==> src/rtl/accum_alu.sv <==
module accum_alu #(
  parameter int DW = 8,
  parameter int OPW = 6,
  parameter logic [7:0] P_RESET = 8'h22
) (
  input  logic           clk,
  input  logic           rst_n,
  input  logic           valid,
  input  logic [OPW-1:0] op,
  input  logic [DW-1:0]  operand,
  output logic [DW-1:0]  result,
  output logic [7:0]     status,
  output logic [DW-1:0]  x,
  output logic [DW-1:0]  y
);
  localparam int MSB = DW - 1;
  localparam int FC = 0, FZ = 1, FI = 2, FD = 3, FB = 4, FONE = 5, FV = 6, FN = 7;

  localparam logic [OPW-1:0]
    K_NOP = 0,  K_LDA = 1,  K_LDX = 2,  K_LDY = 3,  K_ADD = 4,  K_SUB = 5,
    K_AND = 6,  K_ORA = 7,  K_EOR = 8,  K_SLA = 9,  K_SLM = 10, K_SRA = 11,
    K_SRM = 12, K_RLA = 13, K_RLM = 14, K_RRA = 15, K_RRM = 16, K_CPA = 17,
    K_CPX = 18, K_CPY = 19, K_BIT = 20, K_INM = 21, K_DEM = 22, K_INX = 23,
    K_INY = 24, K_DEX = 25, K_DEY = 26, K_TAX = 27, K_TAY = 28, K_TXA = 29,
    K_TYA = 30, K_TSX = 31, K_STA = 32, K_PHA = 33, K_PLA = 34, K_PLP = 35,
    K_RTI = 36, K_CLC = 37, K_SEC = 38, K_CLD = 39, K_SED = 40, K_CLI = 41,
    K_SEI = 42, K_CLV = 43, K_BRK = 44;

  logic [DW-1:0] a, na, nx, ny, nr;
  logic [7:0]    np;

  function automatic logic [7:0] zn(input logic [7:0] p, input logic [DW-1:0] v);
    logic [7:0] q;
    q = p;
    q[FZ] = (v == '0);
    q[FN] = v[MSB];
    return q;
  endfunction

  logic          is_sub;
  logic [DW-1:0] m_eff;
  logic [DW:0]   sum;
  logic          sum_v;
  assign is_sub = (op == K_SUB);
  assign m_eff  = is_sub ? ~operand : operand;
  assign sum    = {1'b0, a} + {1'b0, m_eff} + {{DW{1'b0}}, status[FC]};
  assign sum_v  = (a[MSB] == m_eff[MSB]) && (sum[MSB] != a[MSB]);

  logic          sh_acc, sh_rot;
  logic [DW-1:0] sh_src, shl, shr;
  assign sh_acc = (op == K_SLA) || (op == K_SRA) || (op == K_RLA) || (op == K_RRA);
  assign sh_rot = (op == K_RLA) || (op == K_RLM) || (op == K_RRA) || (op == K_RRM);
  assign sh_src = sh_acc ? a : operand;
  assign shl    = {sh_src[MSB-1:0], sh_rot & status[FC]};
  assign shr    = {sh_rot & status[FC], sh_src[MSB:1]};

  logic [DW-1:0] cmp_reg, cmp_diff;
  assign cmp_reg  = (op == K_CPX) ? x : (op == K_CPY) ? y : a;
  assign cmp_diff = cmp_reg - operand;

  always_comb begin
    na = a; nx = x; ny = y; nr = result; np = status;
    unique case (op)
      K_LDA, K_PLA: begin na = operand; nr = operand; np = zn(status, operand); end
      K_LDX, K_TSX: begin nx = operand; np = zn(status, operand); end
      K_LDY:        begin ny = operand; np = zn(status, operand); end
      K_ADD, K_SUB: begin
        na = sum[MSB:0]; nr = sum[MSB:0];
        np = zn(status, sum[MSB:0]);
        np[FC] = sum[DW];
        np[FV] = sum_v;
      end
      K_AND: begin na = a & operand; nr = a & operand; np = zn(status, a & operand); end
      K_ORA: begin na = a | operand; nr = a | operand; np = zn(status, a | operand); end
      K_EOR: begin na = a ^ operand; nr = a ^ operand; np = zn(status, a ^ operand); end
      K_SLA, K_SLM, K_RLA, K_RLM: begin
        nr = shl; np = zn(status, shl); np[FC] = sh_src[MSB];
        if (sh_acc) na = shl;
      end
      K_SRA, K_SRM, K_RRA, K_RRM: begin
        nr = shr; np = zn(status, shr); np[FC] = sh_src[0];
        if (sh_acc) na = shr;
      end
      K_CPA, K_CPX, K_CPY: begin
        np = zn(status, cmp_diff); np[FC] = (cmp_reg >= operand);
      end
      K_BIT: begin
        np[FZ] = ((a & operand) == '0);
        np[FN] = operand[MSB];
        np[FV] = operand[MSB-1];
      end
      K_INM: begin nr = operand + 1'b1; np = zn(status, operand + 1'b1); end
      K_DEM: begin nr = operand - 1'b1; np = zn(status, operand - 1'b1); end
      K_INX: begin nx = x + 1'b1; np = zn(status, x + 1'b1); end
      K_INY: begin ny = y + 1'b1; np = zn(status, y + 1'b1); end
      K_DEX: begin nx = x - 1'b1; np = zn(status, x - 1'b1); end
      K_DEY: begin ny = y - 1'b1; np = zn(status, y - 1'b1); end
      K_TAX: begin nx = a; np = zn(status, a); end
      K_TAY: begin ny = a; np = zn(status, a); end
      K_TXA: begin na = x; np = zn(status, x); end
      K_TYA: begin na = y; np = zn(status, y); end
      K_STA, K_PHA: nr = a;
      K_PLP, K_RTI: begin np = operand[7:0]; np[FONE] = 1'b1; end
      K_CLC: np[FC] = 1'b0;
      K_SEC: np[FC] = 1'b1;
      K_CLD: np[FD] = 1'b0;
      K_SED: np[FD] = 1'b1;
      K_CLI: np[FI] = 1'b0;
      K_SEI: np[FI] = 1'b1;
      K_CLV: np[FV] = 1'b0;
      K_BRK: np[FB] = 1'b1;
      default: ;
    endcase
  end

  always_ff @(posedge clk) begin
    if (!rst_n) begin
      a <= '0; x <= '0; y <= '0; result <= '0; status <= P_RESET;
    end else if (valid) begin
      a <= na; x <= nx; y <= ny; result <= nr; status <= np;
    end
  end

  assert_one_bit_R2: assert property (@(posedge clk) disable iff (!rst_n)
    status[FONE] == 1'b1);

  assert_idle_hold_R14: assert property (@(posedge clk) disable iff (!rst_n)
    !valid |=> $stable(result) && $stable(status) && $stable(x) && $stable(y));

  assert_cmp_keeps_R8: assert property (@(posedge clk) disable iff (!rst_n)
    valid && (op == K_CPX || op == K_CPY) |=> $stable(x) && $stable(y) && $stable(result));

  assert_inx_count_R10: assert property (@(posedge clk) disable iff (!rst_n)
    valid && op == K_INX |=> x == $past(x) + 1'b1 && $stable(result) && $stable(y));

  assert_pull_status_R12: assert property (@(posedge clk) disable iff (!rst_n)
    valid && (op == K_PLP || op == K_RTI) |=> status == ($past(operand[7:0]) | 8'h20));

  assert_ldx_no_result_R3: assert property (@(posedge clk) disable iff (!rst_n)
    valid && op == K_LDX |=> x == $past(operand) && $stable(result));
endmodule

==> config.mk <==
export PLATFORM = sky130hd
export DESIGN_NAME = accum_alu
export DESIGN_NICKNAME = d
export VERILOG_FILES = /design/src/rtl/accum_alu.sv
export SDC_FILE = /design/constraint.sdc
export NUM_CORES = 1
export LEC_CHECK = 0
export BUFFER_PORTS_ARGS = -buffer_cell sky130_fd_sc_hd__buf_2
export CORE_MARGIN = 5
export CORE_UTILIZATION = 57
export DETAILED_ROUTE_END_ITERATION = 8
export MAX_ROUTING_LAYER = met4
export PLACE_DENSITY_LB_ADDON = 0.1
export SYNTH_ARGS = -nofsm -noshare
export SYNTH_HDL_FRONTEND = slang
export SYNTH_SLANG_ARGS = --single-unit
==> constraint.sdc <==
create_clock -name clk -period 5.7 [get_ports clk]
set_clock_uncertainty 0.05 [all_clocks]
set_input_delay 0.285 -clock clk [delete_from_list [all_inputs] [get_ports clk]]
set_output_delay 0.285 -clock clk [all_outputs]
set_load 0.05 [all_outputs]
==> flow_summary.toml, run 1 <==
[die]
rows = 37
start_util_pct = 58.2
core_area_um2 = 10300
boundaryPins = 49
dieArea_um2 = 12700
die_w_um = 113
die_height_um = 113

[clocking]
post-cts-setup-buffer-count = 0
cts_hold_buffers = 0
clk_path_buf_depth = 2
clock_latency_ns = 0.31
cts_buffers = 5
cts-root-buf = "clkbuf_8"
cts_resized = 0
cts_tree = "built"
cts-htree-levels = 2
cts_sinks = 39
path_clk_slew_ns = 0.10

[routing]
dr_total_vias = 7323
drc = 6
ant_nets = 0
wire_per_inst_um = 25.0
drtIter0Drc = 1137
wirelength_mm = 24.4
vias_per_cell = 7.53
dr.pass1.iters = 9

[setup_path]
required_ns = 5.88
path_class = "in2reg"
reg2reg_slack_ns = 2.22
critical_path_arrival_ns = 4.50
cp.depth = 13
crit_chain = "buf_2, nor2b_1, nand2_1, nor2_1, o21ai_0, ha_1, a211oi_1, nor2_1, or3_1, or4_1, a311oi_1, nor4_1, a22oi_1"
crit_buf_inv = 1
timing.rr.start = "a[0]"
crit_fanout = 32
worstSetupEndpointType = "flip-flop"
reg2regPathDepth = 9
critPathLaunchType = "input pin"
crit_top_cell = "nor2_1"
critPathCapture = "status[1]"
critPathSlowestCell = "nor2_1"
timing.rr.end = "status[1]"
startpoint = "op[4]"
crit_family = "simple AND/OR/NAND/NOR gates"
crit_path_max_incr_delay_ns = 0.66

[power]
power.internal_mw = 0.496
pwr-share-comb_pct = 40.9
total_power_mw = 0.913
ir_drop_uv = 107
total_leakage_power_nw = 2.37
powerDensity_nw_per_um2 = 147
pwr-share-seq_pct = 35.0
swShare_pct = 45.7
p_sw_mw = 0.417
clkPwrFrac_pct = 24.1

[grt]
grt_usage_pct = 37.6
globalRouteOverflowTotal = 0
grt_pass1_vias = 6564
grt_pass1_wl_mm = 37.3
grt_max_degree = 42
antenna_found_initial = 0

[yosys]
synth-async-reset-ratio_pct = 0
synth-main-ff-cell = "dfxtp_1"
syn_inst = 855
ys_ff_latch = 39
syn_area_um2 = 6010
synth_edf_count = 0
syn_nets = 919
syn_avg_cell_area_um2 = 7.03
seq_area_frac_synth_pct = 13.0
ys_types = 81
yosys_warnings = 0

[timing]
setup_viol = 0
slew_violations = 0
period_minus_slack_ns = 4.31
fin_crit_sh_pct = 75.7
tns_ns = 0
slew_headroom_pct = 28.9
tightest_slew_ns = 1.04
rsz0062_at_grt = "no"
hold_viol = 0
fmax_ghz = 0.232

[place]
gp_congestion = 1.04
postPlaceCellArea_um2 = 6130
port_buffers = 47
hpwl_mm = 17.3
placedCellCount = 965

[layout]
fin_cells = 973
utilization_pct = 60.3
fillers = 973
design_area_um2 = 6230
area_delta_synth_final_pct = 3.65
drive_gt1_share_pct = 9.92
insertedDiodeCount = 0
final_nets = 900

[flow_run]
maxCapViolations = 0

[worst_hold_path]
hold_depth = 3
hp-class = "in2reg"

[status]
status = "complete, but fails checks"
violations = "design-rule violations"
## synth_stat cells (4+ instances only)
cell / count / area (um^2)
a221oi_1: 16 / 140
clkbuf_1: 56 / 210
and2_1: 10 / 62.6
xnor2_1: 31 / 272
xor2_1: 13 / 114
a31oi_1: 23 / 144
o221ai_1: 8 / 70.1
o2111ai_1: 8 / 70.1
or4_1: 6 / 45.0
and3_1: 6 / 37.5
o211ai_1: 4 / 30.0
ha_1: 45 / 563
nand2b_1: 13 / 81.3
a211oi_1: 6 / 45.0
dfxtp_1: 39 / 781
nand3_1: 32 / 160
nor2_1: 66 / 248
o22ai_1: 11 / 68.8
o41ai_1: 4 / 35.0
a2111oi_0: 4 / 35.0
a21o_1: 4 / 30.0
o21ai_0: 62 / 310
o211a_1: 5 / 50.1
a21oi_1: 67 / 335
inv_1: 28 / 105
o311ai_0: 4 / 35.0
a221o_1: 8 / 80.1
nor4_1: 15 / 93.8
o21a_1: 6 / 45.0
nand2_1: 58 / 218
nor3_1: 20 / 100
mux2i_1: 9 / 90.1
or3_1: 12 / 75.1
nor2b_1: 20 / 125
a222oi_1: 13 / 130
or3b_2: 5 / 43.8
a22oi_1: 11 / 82.6
nor4b_1: 9 / 78.8
or2_2: 5 / 31.3
nand3b_1: 4 / 30.0
buf_2: 17 / 85.1
nand4_1: 14 / 87.6
## worst reg2reg max path, stage by stage, from the launching register on
cell,delay [ns]
dfxtp_1,0.62
inv_1,0.28
fa_1,0.49
nor2b_1,0.17
o2111ai_1,0.14
a31oi_1,0.37
xor2_1,0.28
or4_1,0.50
or3_1,0.34
a22oi_1,0.18
## stage by stage
step	hold WS, ns	worst slack, ns
5_1_grt	0.427	1.07
6_report	0.370	1.39
2_1_floorplan	0.515	2.07
3_5_place_dp	0.436	1.16
3_3_place_gp	0.433	1.28
4_1_cts	0.371	1.48
## routing by layer
| layer | GRT usage, % | vias up | share of wire, % |
|---|---|---|---|
| li1 | - | 3221 | - |
| met1 | 51.4 | 3360 | 39 |
| met2 | 52.5 | 618 | 42 |
| met3 | 7.71 | 124 | 14 |
| met4 | 18.1 | 0 | 4.7 |
| met5 | - | - | 0 |
## flip-flops by register name, summed over array words and instances, names as in the netlist
register  cells
a             8
status        7
x             8
result        8
y             8
## power by group through the flow
| stage | Sequential [mW] | Clock (mW) | Combinational (mW) |
|---|---|---|---|
| 2_1_floorplan | 0.329 | 0 | 0.249 |
| 3_3_place_gp | 0.323 | 0 | 0.351 |
| 3_5_place_dp | 0.323 | 0 | 0.357 |
| 4_1_cts | 0.317 | 0.216 | 0.360 |
| 5_1_grt | 0.320 | 0.226 | 0.398 |
| 6_report | 0.320 | 0.220 | 0.373 |
## cell type report
cell class	instances	area [um^2]	area share, %
sequential	39	781	12.5
tap	136	170	2.73
multi-input combinational	707	4790	76.9
clock buffer	5	68.8	1.11
inverter	29	109	1.75
clock inverter	3	23.8	0.382
timing repair buffer	54	288	4.62
## how the worst min path moves through the flow
stage,start,end,slack (ns)
after CTS,valid,status[0],0.37
after global routing,operand[1],y[1],0.43
after detailed placement,status[6],status[6],0.44
after global placement,status[6],status[6],0.43
final,valid,status[0],0.37
after floorplan,operand[1],y[1],0.52
## logic make-up (layout without fill, tap and decap cells)
kind of cell | count (synthesis) | in the layout | synth area share [%]
flops | 39 | 39 | 13.0
buf+inv | 109 | 91 | 7.44
simple gates | 311 | 311 | 27.9
other cells | 1 | 1 | 0.0624
xor+xnor | 44 | 44 | 6.42
mux | 10 | 10 | 1.69
fa+ha+maj | 47 | 47 | 10.0
compound gates | 294 | 294 | 33.4
## placed cells by master (no fill, tap or decap), drive strengths merged, types with 6 or more instances in the layout
cell / synthesis / final
nand2: 58 / 58
a221o: 9 / 9
a31oi: 23 / 23
dfxtp: 39 / 39
nor2b: 20 / 20
o21a: 6 / 6
buf: 23 / 54
a22oi: 11 / 11
nand2b: 13 / 13
and3: 6 / 6
or3: 12 / 12
o2111ai: 8 / 8
o221ai: 8 / 8
o22ai: 11 / 11
nand3: 32 / 32
nor2: 66 / 66
ha: 45 / 45
nand4: 14 / 14
nor4: 16 / 16
o21ai: 62 / 62
a21oi: 67 / 67
a222oi: 13 / 13
xnor2: 31 / 31
inv: 28 / 29
or4: 7 / 7
and2: 10 / 10
nor3: 20 / 20
a211oi: 6 / 6
a221oi: 16 / 16
xor2: 13 / 13
mux2i: 9 / 9
nor4b: 9 / 9
Power figures use the tool's default switching activity.
==> inputs of run 2 (changes only) <==
ABC_AREA = 1   (was unset)
clock period = 4.5 ns   (was 5.7 ns; I/O delays follow)
==> run 2 against run 1 <==
  * The run now ends clean
  * Via count up 3.7%
  * Core utilization grew 1.9 points
  * Synthesized cell count is 23% higher
==> flow_summary.toml, run 2 <==
[layout]
utilization_pct = 62.2
area_delta_synth_final_pct = 6.92
drive_gt1_share_pct = 9.23
final_common_cell = "nand2_1"
design_area_um2 = 6360
insertedDiodeCount = 0
final_nets = 1146
most-common-layout-cells = "275 x nand2_1, 122 x inv_1, 122 x nor2_1"

[clocking]
cts_buffers = 5
cts_tree = "built"
clock_latency_ns = 0.32
post-cts-setup-buffer-count = 0
cts-root-buf = "clkbuf_8"
cts-htree-levels = 2
cts_sinks = 39
clk_path_buf_depth = 2
path_clk_slew_ns = 0.09
cts_resized = 0
cts_hold_buffers = 0

[timing]
fmax_ghz = 0.323
period_minus_slack_ns = 3.10
rsz0062_at_grt = "no"
tightest_slew_ns = 0.670
tns_ns = 0
slew_violations = 0
setup_viol = 0
fin_crit_sh_pct = 68.9
finalHoldWorstSlack_ns = 0.237
slew_headroom_pct = 55.3
hold_viol = 0

[yosys]
syn_avg_cell_area_um2 = 5.65
synthTopCellsByCount = "275 x nand2_1, 122 x inv_1, 122 x nor2_1"
ys_types = 45
seq_area_frac_synth_pct = 13.1
syn_area_um2 = 5950
syn_inst = 1052
synth_top_area_share_pct = 17.4
syn_nets = 1116
yosysMostFrequentCell = "nand2_1"
yosys.area.top_type = "nand2_1"
synth-main-ff-cell = "dfxtp_1"
synth-async-reset-ratio_pct = 0
yosys_warnings = 0
ys_ff_latch = 39
synth_area_leaders = "nand2_1 17%, dfxtp_1 13%, ha_1 9.5%"
synth_edf_count = 0

[routing]
wire_per_inst_um = 19.8
dr.pass1.iters = 6
vias_per_cell = 6.23
dr_total_vias = 7596
drc = 0
drtIter0Drc = 1165
wirelength_mm = 24.1
ant_nets = 0

[setup_path]
reg2regPathDepth = 11
critical_path_arrival_ns = 3.26
cp.depth = 14
crit_chain = "buf_2, nor2_2, nand2_1, xor2_1, fa_1, inv_1, fa_1, xor2_1, nand2_1, nand2_1, a211oi_1, nand2_1, nor3_1, nor2_1"
crit_family = "simple AND/OR/NAND/NOR gates"
required_ns = 4.66
worstSetupEndpointType = "flip-flop"
crit_fanout = 16
critPathSlowestCell = "nor2_2"
crit_buf_inv = 2
crit_path_max_incr_delay_ns = 0.48
critPathLaunchType = "input pin"
crit_top_cell = "nand2_1"
path_class = "in2reg"

[die]
dieArea_um2 = 12600
boundaryPins = 49
core_area_um2 = 10200
die_w_um = 112
die_height_um = 112
rows = 37
start_util_pct = 58.1

[power]
total_leakage_power_nw = 3.32
ir_drop_uv = 149
powerDensity_nw_per_um2 = 197

[place]
gp_congestion = 1.09
postPlaceCellArea_um2 = 6250
hpwl_mm = 18.5
port_buffers = 47

[grt]
grt_usage_pct = 38.0
grt_max_degree = 28
grt_pass1_wl_mm = 37.0
globalRouteOverflowTotal = 0
antenna_found_initial = 0
grt_pass1_vias = 6733

[worst_hold_path]
hp-class = "in2reg"
hold_depth = 3

[status]
status = "completed"

[flow_run]
maxCapViolations = 0
## run 2: cell count changes after synthesis, moves of 22 or more
cell	previous run	this run
xnor2_1	31	1
clkbuf_1	56	17
nand4_1	14	36
nor2_1	66	122
nand3_1	32	90
nand2_1	58	275
inv_1	28	122
## run 2: metrics by stage
step | instances | power [mW] | worst slack [ns]
6_report | 1219 | 1.25 | 1.40
5_1_grt | 1219 | 1.32 | 1.14
4_1_cts | 1219 | 1.23 | 1.46
3_5_place_dp | 1211 | 0.919 | 1.14
3_3_place_gp | 1211 | 0.918 | 1.21
2_1_floorplan | 1052 | 0.774 | 1.73
## run 2: report_power, final
| group | switching (mW) | internal [mW] |
|---|---|---|
| combinational | 0.383 | 0.153 |
| clock | 0.153 | 0.166 |
| sequential | 0.0328 | 0.364 |
| total | 0.569 | 0.682 |
## run 2: cell families (layout without fill, tap and decap cells)
group	count (synthesis)	in the layout	share of synthesized area (%)
other cells	1	1	0.0630
simple gates	583	583	43.4
fa+ha+maj	47	47	10.1
flops	39	39	13.1
xor+xnor	22	22	3.24
buf+inv	168	199	11.1
compound gates	192	192	18.9
## run 2: path summary, 6_finish.rpt
| path | from | to | slack (ns) |
|---|---|---|---|
| max reg2reg | a[3] | status[0] | 1.94 |
| min reg2reg | status[2] | status[2] | 0.41 |
| max | op[5] | a[2] | 1.40 |
| min | valid | status[4] | 0.24 |
## run 2: worst min-delay path: stages
cell and delay [ns]:
buf_2 0.17, nand3_1 0.10, a21oi_1 0.06
## run 2: metal layers
metal	up-vias	GRT usage (%)	share of wire (%)	wire length, um
li1	3583	-	-	-
met4	0	19.5	6.1	1470
met3	129	7.22	11	2730
met2	533	57.1	43	10300
met1	3351	48.4	40	9570
met5	-	-	0	0
## run 2: cell type report
class,instances,area (um^2)
multi-input cells,845,4500
fillers,1106,3870
flip-flops and latches,39,781
inverters,141,534
repair buffers,50,258
well taps,136,170
clock buffers,5,68.8
clock inverters,3,43.8
